<file path="config.mk">
export PLATFORM = sky130hd
export DESIGN_NAME = proc_supervisor
export DESIGN_NICKNAME = d
export VERILOG_FILES = /design/src/rtl/sup_pkg.sv /design/src/rtl/sup_sync.sv /design/src/rtl/sup_tick.sv /design/src/rtl/sup_hold_timer.sv /design/src/rtl/sup_watchdog.sv /design/src/rtl/proc_supervisor.sv
export SDC_FILE = /design/constraint.sdc
export NUM_CORES = 1
export LEC_CHECK = 0
export ABC_AREA = 0
export BUFFER_PORTS_ARGS = -buffer_cell sky130_fd_sc_hd__buf_4
export CAP_MARGIN = 20
export CORE_ASPECT_RATIO = 1.5
export CORE_MARGIN = 5
export CORE_UTILIZATION = 50
export DETAILED_ROUTE_END_ITERATION = 10
export GPL_ROUTABILITY_DRIVEN = 0
export MAX_ROUTING_LAYER = met4
export PLACE_DENSITY = 0.67
export RECOVER_POWER = 100
export SETUP_SLACK_MARGIN = 0.15
export SYNTH_ARGS = -nofsm -noshare
export SYNTH_HDL_FRONTEND = slang
export SYNTH_SLANG_ARGS = --single-unit
</file>
<file path="constraint.sdc">
create_clock -name clk -period 3.62 [get_ports clk]
set_input_delay 0.543 -clock clk [delete_from_list [all_inputs] [get_ports clk]]
set_output_delay 0.543 -clock clk [all_outputs]
set_load 0.01 [all_outputs]
</file>
<file path="src/rtl/sup_pkg.sv">
// Package: shared helpers for the processor supervisor.
// Assumes: counters are sized from a positive terminal count.
package sup_pkg;

    // Width needed to hold values 0..n-1, never less than one bit.
    function automatic int cnt_w(input int n);
        return (n > 2) ? $clog2(n) : 1;
    endfunction

endpackage

</file>
<file path="src/rtl/sup_sync.sv">
// Module: sup_sync
// Double-flop synchronizer for W independent asynchronous inputs.
// Assumes: each bit is a slow level; bits are not related to each other.
module sup_sync #(
    parameter int W       = 2,
    parameter logic [W-1:0] RST_VAL = '0
) (
    input  logic         clk,
    input  logic         rst_n,
    input  logic [W-1:0] d,
    output logic [W-1:0] q
);
    for (genvar i = 0; i < W; i++) begin : g_bit
        logic meta;
        // Two-stage capture of bit i.
        always_ff @(posedge clk) begin
            if (!rst_n) begin
                meta <= RST_VAL[i];
                q[i] <= RST_VAL[i];
            end else begin
                meta <= d[i];
                q[i] <= meta;
            end
        end
    end
endmodule

</file>
<file path="src/rtl/sup_tick.sv">
// Module: sup_tick
// Prescaler. Emits a one-cycle tick every DIV clocks.
// Assumes: clr restarts the phase, so the first tick comes DIV cycles after clr.
module sup_tick #(
    parameter int DIV = 200000
) (
    input  logic clk,
    input  logic rst_n,
    input  logic clr,
    output logic tick
);
    import sup_pkg::*;
    localparam int CW = cnt_w(DIV);
    localparam logic [CW-1:0] LAST = CW'(DIV - 1);

    logic [CW-1:0] pcnt;

    assign tick = (pcnt == LAST);

    // Free-running divider with synchronous restart.
    always_ff @(posedge clk) begin
        if (!rst_n || clr || tick) pcnt <= '0;
        else                       pcnt <= pcnt + 1'b1;
    end
endmodule

</file>
<file path="src/rtl/sup_hold_timer.sv">
// Module: sup_hold_timer
// Keeps the reset asserted while the supply is low or a restart is requested.
// It then releases after LEN ticks.
// Assumes: tick is a one-cycle strobe whose phase restarts with each restart.
module sup_hold_timer #(
    parameter int LEN = 50
) (
    input  logic clk,
    input  logic rst_n,
    input  logic supply_s,
    input  logic restart,
    input  logic tick,
    output logic hold
);
    import sup_pkg::*;
    localparam int CW = cnt_w(LEN);
    localparam logic [CW-1:0] LAST = CW'(LEN - 1);

    logic [CW-1:0] cnt;

    // Reset stretch counter: restart on low supply or trip, count ticks while held.
    always_ff @(posedge clk) begin
        if (!rst_n || !supply_s || restart) begin
            hold <= 1'b1;
            cnt  <= '0;
        end else if (hold && tick) begin
            if (cnt == LAST) begin
                hold <= 1'b0;
                cnt  <= '0;
            end else begin
                cnt <= cnt + 1'b1;
            end
        end
    end
endmodule

</file>
<file path="src/rtl/sup_watchdog.sv">
// Module: sup_watchdog
// Timeout counter and sticky fault flag.
// Assumes: stb_edge is a synchronized one-cycle pulse; the count is frozen at zero while hold is high.
module sup_watchdog #(
    parameter int TIMEOUT = 1600
) (
    input  logic clk,
    input  logic rst_n,
    input  logic enable,
    input  logic stb_edge,
    input  logic hold,
    input  logic tick,
    output logic trip,
    output logic fault_n
);
    import sup_pkg::*;
    localparam int CW = cnt_w(TIMEOUT);
    localparam logic [CW-1:0] LAST = CW'(TIMEOUT - 1);

    logic [CW-1:0] cnt;
    logic          run;

    assign run  = enable && !hold && !stb_edge;
    assign trip = run && tick && (cnt == LAST);

    // Timeout counter: cleared when not running, wraps on trip.
    always_ff @(posedge clk) begin
        if (!rst_n || !run) cnt <= '0;
        else if (tick)      cnt <= trip ? '0 : cnt + 1'b1;
    end

    // Sticky fault: set by a trip, cleared by a strobe edge or by disabling.
    always_ff @(posedge clk) begin
        if (!rst_n || !enable || stb_edge) fault_n <= 1'b1;
        else if (trip)                     fault_n <= 1'b0;
    end
endmodule

</file>
<file path="src/rtl/proc_supervisor.sv">
// Module: proc_supervisor (top)
// Supply-driven reset stretcher, watchdog with repeating reset pulses, and RAM chip-enable gate.
// Assumes: supply_ok and wd_strobe are asynchronous; wd_enable and ce_in_n are synchronous to clk.
module proc_supervisor #(
    parameter int TICK_CYCLES = 200000,
    parameter int RST_TICKS   = 50,
    parameter int WD_TICKS    = 1600
) (
    input  logic clk,
    input  logic por_n,
    input  logic supply_ok,
    input  logic wd_strobe,
    input  logic wd_enable,
    input  logic ce_in_n,
    output logic reset_n,
    output logic reset_hi,
    output logic wd_fault_n,
    output logic ce_out_n
);
    logic [1:0] sync_q;
    logic       sup_s;
    logic       stb_s;
    logic       stb_q;
    logic       stb_edge;
    logic       tick;
    logic       tick_clr;
    logic       hold;
    logic       trip;

    sup_sync #(.W(2), .RST_VAL(2'b00)) u_sync (
        .clk   (clk),
        .rst_n (por_n),
        .d     ({wd_strobe, supply_ok}),
        .q     (sync_q)
    );
    assign sup_s = sync_q[0];
    assign stb_s = sync_q[1];

    // Previous strobe level, used for edge detection.
    always_ff @(posedge clk) begin
        if (!por_n) stb_q <= 1'b0;
        else        stb_q <= stb_s;
    end
    assign stb_edge = stb_s ^ stb_q;

    // The tick phase restarts on every event that starts a timed interval.
    assign tick_clr = !sup_s || trip || (stb_edge && !hold);

    sup_tick #(.DIV(TICK_CYCLES)) u_tick (
        .clk   (clk),
        .rst_n (por_n),
        .clr   (tick_clr),
        .tick  (tick)
    );

    sup_hold_timer #(.LEN(RST_TICKS)) u_hold (
        .clk      (clk),
        .rst_n    (por_n),
        .supply_s (sup_s),
        .restart  (trip),
        .tick     (tick),
        .hold     (hold)
    );

    sup_watchdog #(.TIMEOUT(WD_TICKS)) u_wd (
        .clk      (clk),
        .rst_n    (por_n),
        .enable   (wd_enable),
        .stb_edge (stb_edge),
        .hold     (hold),
        .tick     (tick),
        .trip     (trip),
        .fault_n  (wd_fault_n)
    );

    assign reset_n  = !hold;
    assign reset_hi = hold;
    assign ce_out_n = ce_in_n || !sup_s;
endmodule

</file>
==> metrics.md <==
| Metric | Value |
|---|---|
| Number of H-tree levels | 2 |
| CP startpoint | u_tick.pcnt[0] |
| Met1 Wirelength | 1.71 mm |
| Final Hold Viols | 0 |
| CTS buffer count | 5 |
| Met2 Routed Length | around 1.9 mm |
| CP max-delay cell | o211ai_1 |
| Synth Area in XOR/XNOR | 8.51% |
| Area of the multi-input gates | between 0.001 and 0.0015 mm² |
| Seq cells post-synth | 42 |
| Setup Buffers After CTS | 0 |
| Minimum clock period | 2500 ps |
| First-pass GRT wire length | 6.63 mm |
| Die height | 86.6 µm |
| Residual DRC | 0 |
| Initial core utilization | 52.6% |
| Clock Latency Late Sink | slightly below 300 ps |
| Core area | 0.00372 mm² |
| Status | finished clean |
| First drt pass iteration count | 5 |
| Part of the Yosys area used for sequential elements | 43.0% |
| Compound-Gate Fraction of Synth Area | a little under an eighth |
| Adder-Cell Fraction of Synth Area | ~2.6% |
| Placed insts | 270 |
| Avg Inst Size Synth | approximately 8.7 µm² |
| Crit end category | flop |
| Worst setup path category | reg -> reg |
| Leak Pwr | around 0.72 nW |
| Grt ovf | 0 |
| Setup slack after layout | 1120 ps |
| RSZ-0062 raised after global routing | false |
| Startpoint types | flop |
| Final Core Density | approximately 58% |
| Slew Viols, Final | 0 |
| # fillers | between 300 and 400 |
| Async set or reset register ratio after synthesis | 0% |
| Clock buffer depth | 2 |
| Port Buf Inserts | 9 |
| Dominant combinational cell family by area after synthesis | simple AND/OR/NAND/NOR gates |
| Clk_skew | around 8.3 ps |
| Ys Warns | 0 |
| Peak supply drop | around 0.00037 V |
| I/O pins | 10 |
| Routed WL per cell | between 10 and 15 µm |
| Worst Setup EP | u_tick.pcnt[6] |
| Root Driver | clkbuf_8 |
| Cell taking the most area after synthesis | dfxtp_1 |
| Pwr Density | 435 mW/mm² |
| Post-CTS Resized | 0 |
| Finished Layout Cells | 278 |
| Nets | around 240 |
| GRT Overall Usage | 16.6% |
| EDFF count, synth | 0 |
| MaxCap Viol Count | 0 |
| Cell variety after synth | 40 |
| CTS tree | built |
| R2R Path Start | u_tick.pcnt[0] |
| Hpwl dp | ~2.7 mm |
| Worst slack, placed | 1370 ps |
| Pin count of the biggest net entering global routing | 19 |
| Vias in the first global route | 1586 |
| Share of the synthesized area in the top cell type | a little over two fifths |
| FF-to-FF path depth | 5 |
| Gate Count Post-Synth | 225 |
| Internal reg-to-reg setup slack | 1120 ps |
| Layout area overhead | 9.98% |
| Max Fanout on Critical Path | 18 |
| Pwr Total | about 930 µW |
| Vias per cell | 5.69 |
| WP data arrival | roughly 2600 ps |
| Max Used Layer | met4 |
| Leading post-synthesis cells by cell area | dfxtp_1, nand3_1, xor2_1, nor2_1, nand2_1 |
| Die X | 61.1 µm |
| Setup TNS | 0 ps |
| Crit-path cells | ha_1, nand3_1, or3_1, o211ai_1, nor2_1 |
| Clock sinks | 42 |
| Slew at the pin with the worst max-slew slack | 1360 ps |
| R2r endpoint | u_tick.pcnt[6] |
| Worst path max stage delay | 720 ps |
| F_max | 400 MHz |
| Setup violation total in the final timing report | 0 |
| Routed wire length | between 3 and 4 mm |
| Syn_nets | 235 |
| Initial antenna violation count | 0 |
| Post-synthesis mux area share | 0.512% |
| Clock Pin Slew Worst Setup and Hold Paths | approximately 80 ps |
| Sequential cell area | 841 µm² |
| Ant diodes | 0 |
| Relative slew slack | ~8.6% |
| Share of cells above drive strength 1 | 6.38% |
| Die area | 0.00529 mm² |
| # hold bufs at CTS | 0 |
| DRT antenna net count | 0 |
| Row Count | 27 |
| Post-Synth Simple-Gate Area | between 30% and 40% |
| Synthesized cell area | 0.00196 mm² |
| Ys flop type | dfxtp_1 |
| Final period util | 69.1% |
| Hold Path Class | reg -> reg |
| CP required | 3750 ps |
| Via count | ~1600 |
| WL met3 | ~85 µm |
| DRT iter0 DRCs | 78 |
## cell usage after synthesis, types with 2 or more instances
cell type   n
buf_2       2
dfxtp_1    42
o21ai_0     6
ha_1        4
o211ai_1    3
inv_1       6
clkbuf_1    5
nor3_1      4
nor2_1     25
xor2_1     12
or4_1       2
and2_1      9
and3_1      7
nand4_1     7
a32oi_1     2
o31ai_1     2
o22ai_1     2
a22oi_1     2
xnor2_1     7
a21oi_1     6
nor3b_1     2
or3_1       5
nand2_1    19
a31oi_1     2
a311oi_1    3
a41oi_1     2
nand3_1    22
and4_1      3
## layout make-up
| class | count | area share, % |
|---|---|---|
| Tap cell | 43 | 2.50 |
| Clock buffer | 6 | 3.84 |
| Multi-Input combinational cell | 169 | 48.1 |
| Clock inverter | 2 | 2.79 |
| Timing Repair Buffer | 10 | 2.62 |
| Inverter | 6 | 1.05 |
| Sequential cell | 42 | 39.1 |
## worst max-delay path, delay by kind of cell (launching register included)
kind | cells | cell delay, ps
adders and majority gates | 1 | 250
and+or+nand+nor | 3 | 980
AOI/OAI and AO/OA | 1 | 720
DFF | 1 | 390
## flip-flops by register name, summed over array words and instances, names as in the netlist
register,flops
u_hold.hold,1
u_sync.g_bit.meta,2
u_wd.cnt,11
u_wd.fault_n,1
u_sync.q,2
u_hold.cnt,6
u_tick.pcnt,18
stb_q,1
## cell usage in the layout, fill, tap and decap left out, types with 6 or more instances in the layout
cell type  instances
a21oi_1            6
inv_1              6
and3_1             7
clkbuf_8           6
nand2_1           19
xor2_1            12
o21ai_0            6
nor2_1            25
dfxtp_1           42
xnor2_1            7
nand3_1           23
nand4_1            7
## per-stage QoR
stage | hold WS (ps) | area, µm²
2_1_floorplan | 412 | 1960
3_3_place_gp | 417 | 2040
3_5_place_dp | 428 | 2040
4_1_cts | 446 | 2190
5_1_grt | 447 | 2150
6_report | 445 | 2150
## kinds of logic (layout without fill, tap and decap cells)
logic type	count (synthesis)	in the layout
fa+ha+maj	4	4
buf+inv	14	24
xor+xnor	19	19
flops	42	42
compound gates	33	33
simple gates	112	112
mux	1	1
## power by group
part / internal, mW / switching [mW] / leakage (nW) / total (mW)
Combinational: 0.00617 / 0.00713 / 0.313 / 0.0133
Sequential: 0.464 / 0.00119 / 0.339 / 0.465
Clock: 0.294 / 0.162 / 0.0714 / 0.456
## layer usage
layer  track usage [%]  up-vias
met2              27.9       17
met3              3.28       11
met4              8.09        0
li1                  -      819
met5                 -        -
met1              18.1      736
## how the worst min path moves through the flow
| stage | from | endpoint | slack (ps) | depth (start not counted) |
|---|---|---|---|---|
| 2_1_floorplan | u_sync.g_bit[0].meta | u_sync.q[0] | 410 | 1 |
| 3_3_place_gp | u_sync.g_bit[1].meta | u_sync.q[1] | 420 | 1 |
| 3_5_place_dp | u_sync.g_bit[0].meta | u_sync.q[0] | 430 | 1 |
| 4_1_cts | supply_ok | u_sync.g_bit[0].meta | 450 | 2 |
| 5_1_grt | wd_strobe | u_sync.g_bit[1].meta | 450 | 2 |
| 6_report | u_sync.g_bit[0].meta | u_sync.q[0] | 450 | 1 |
Note: power is estimated with default switching activity, not from simulation.
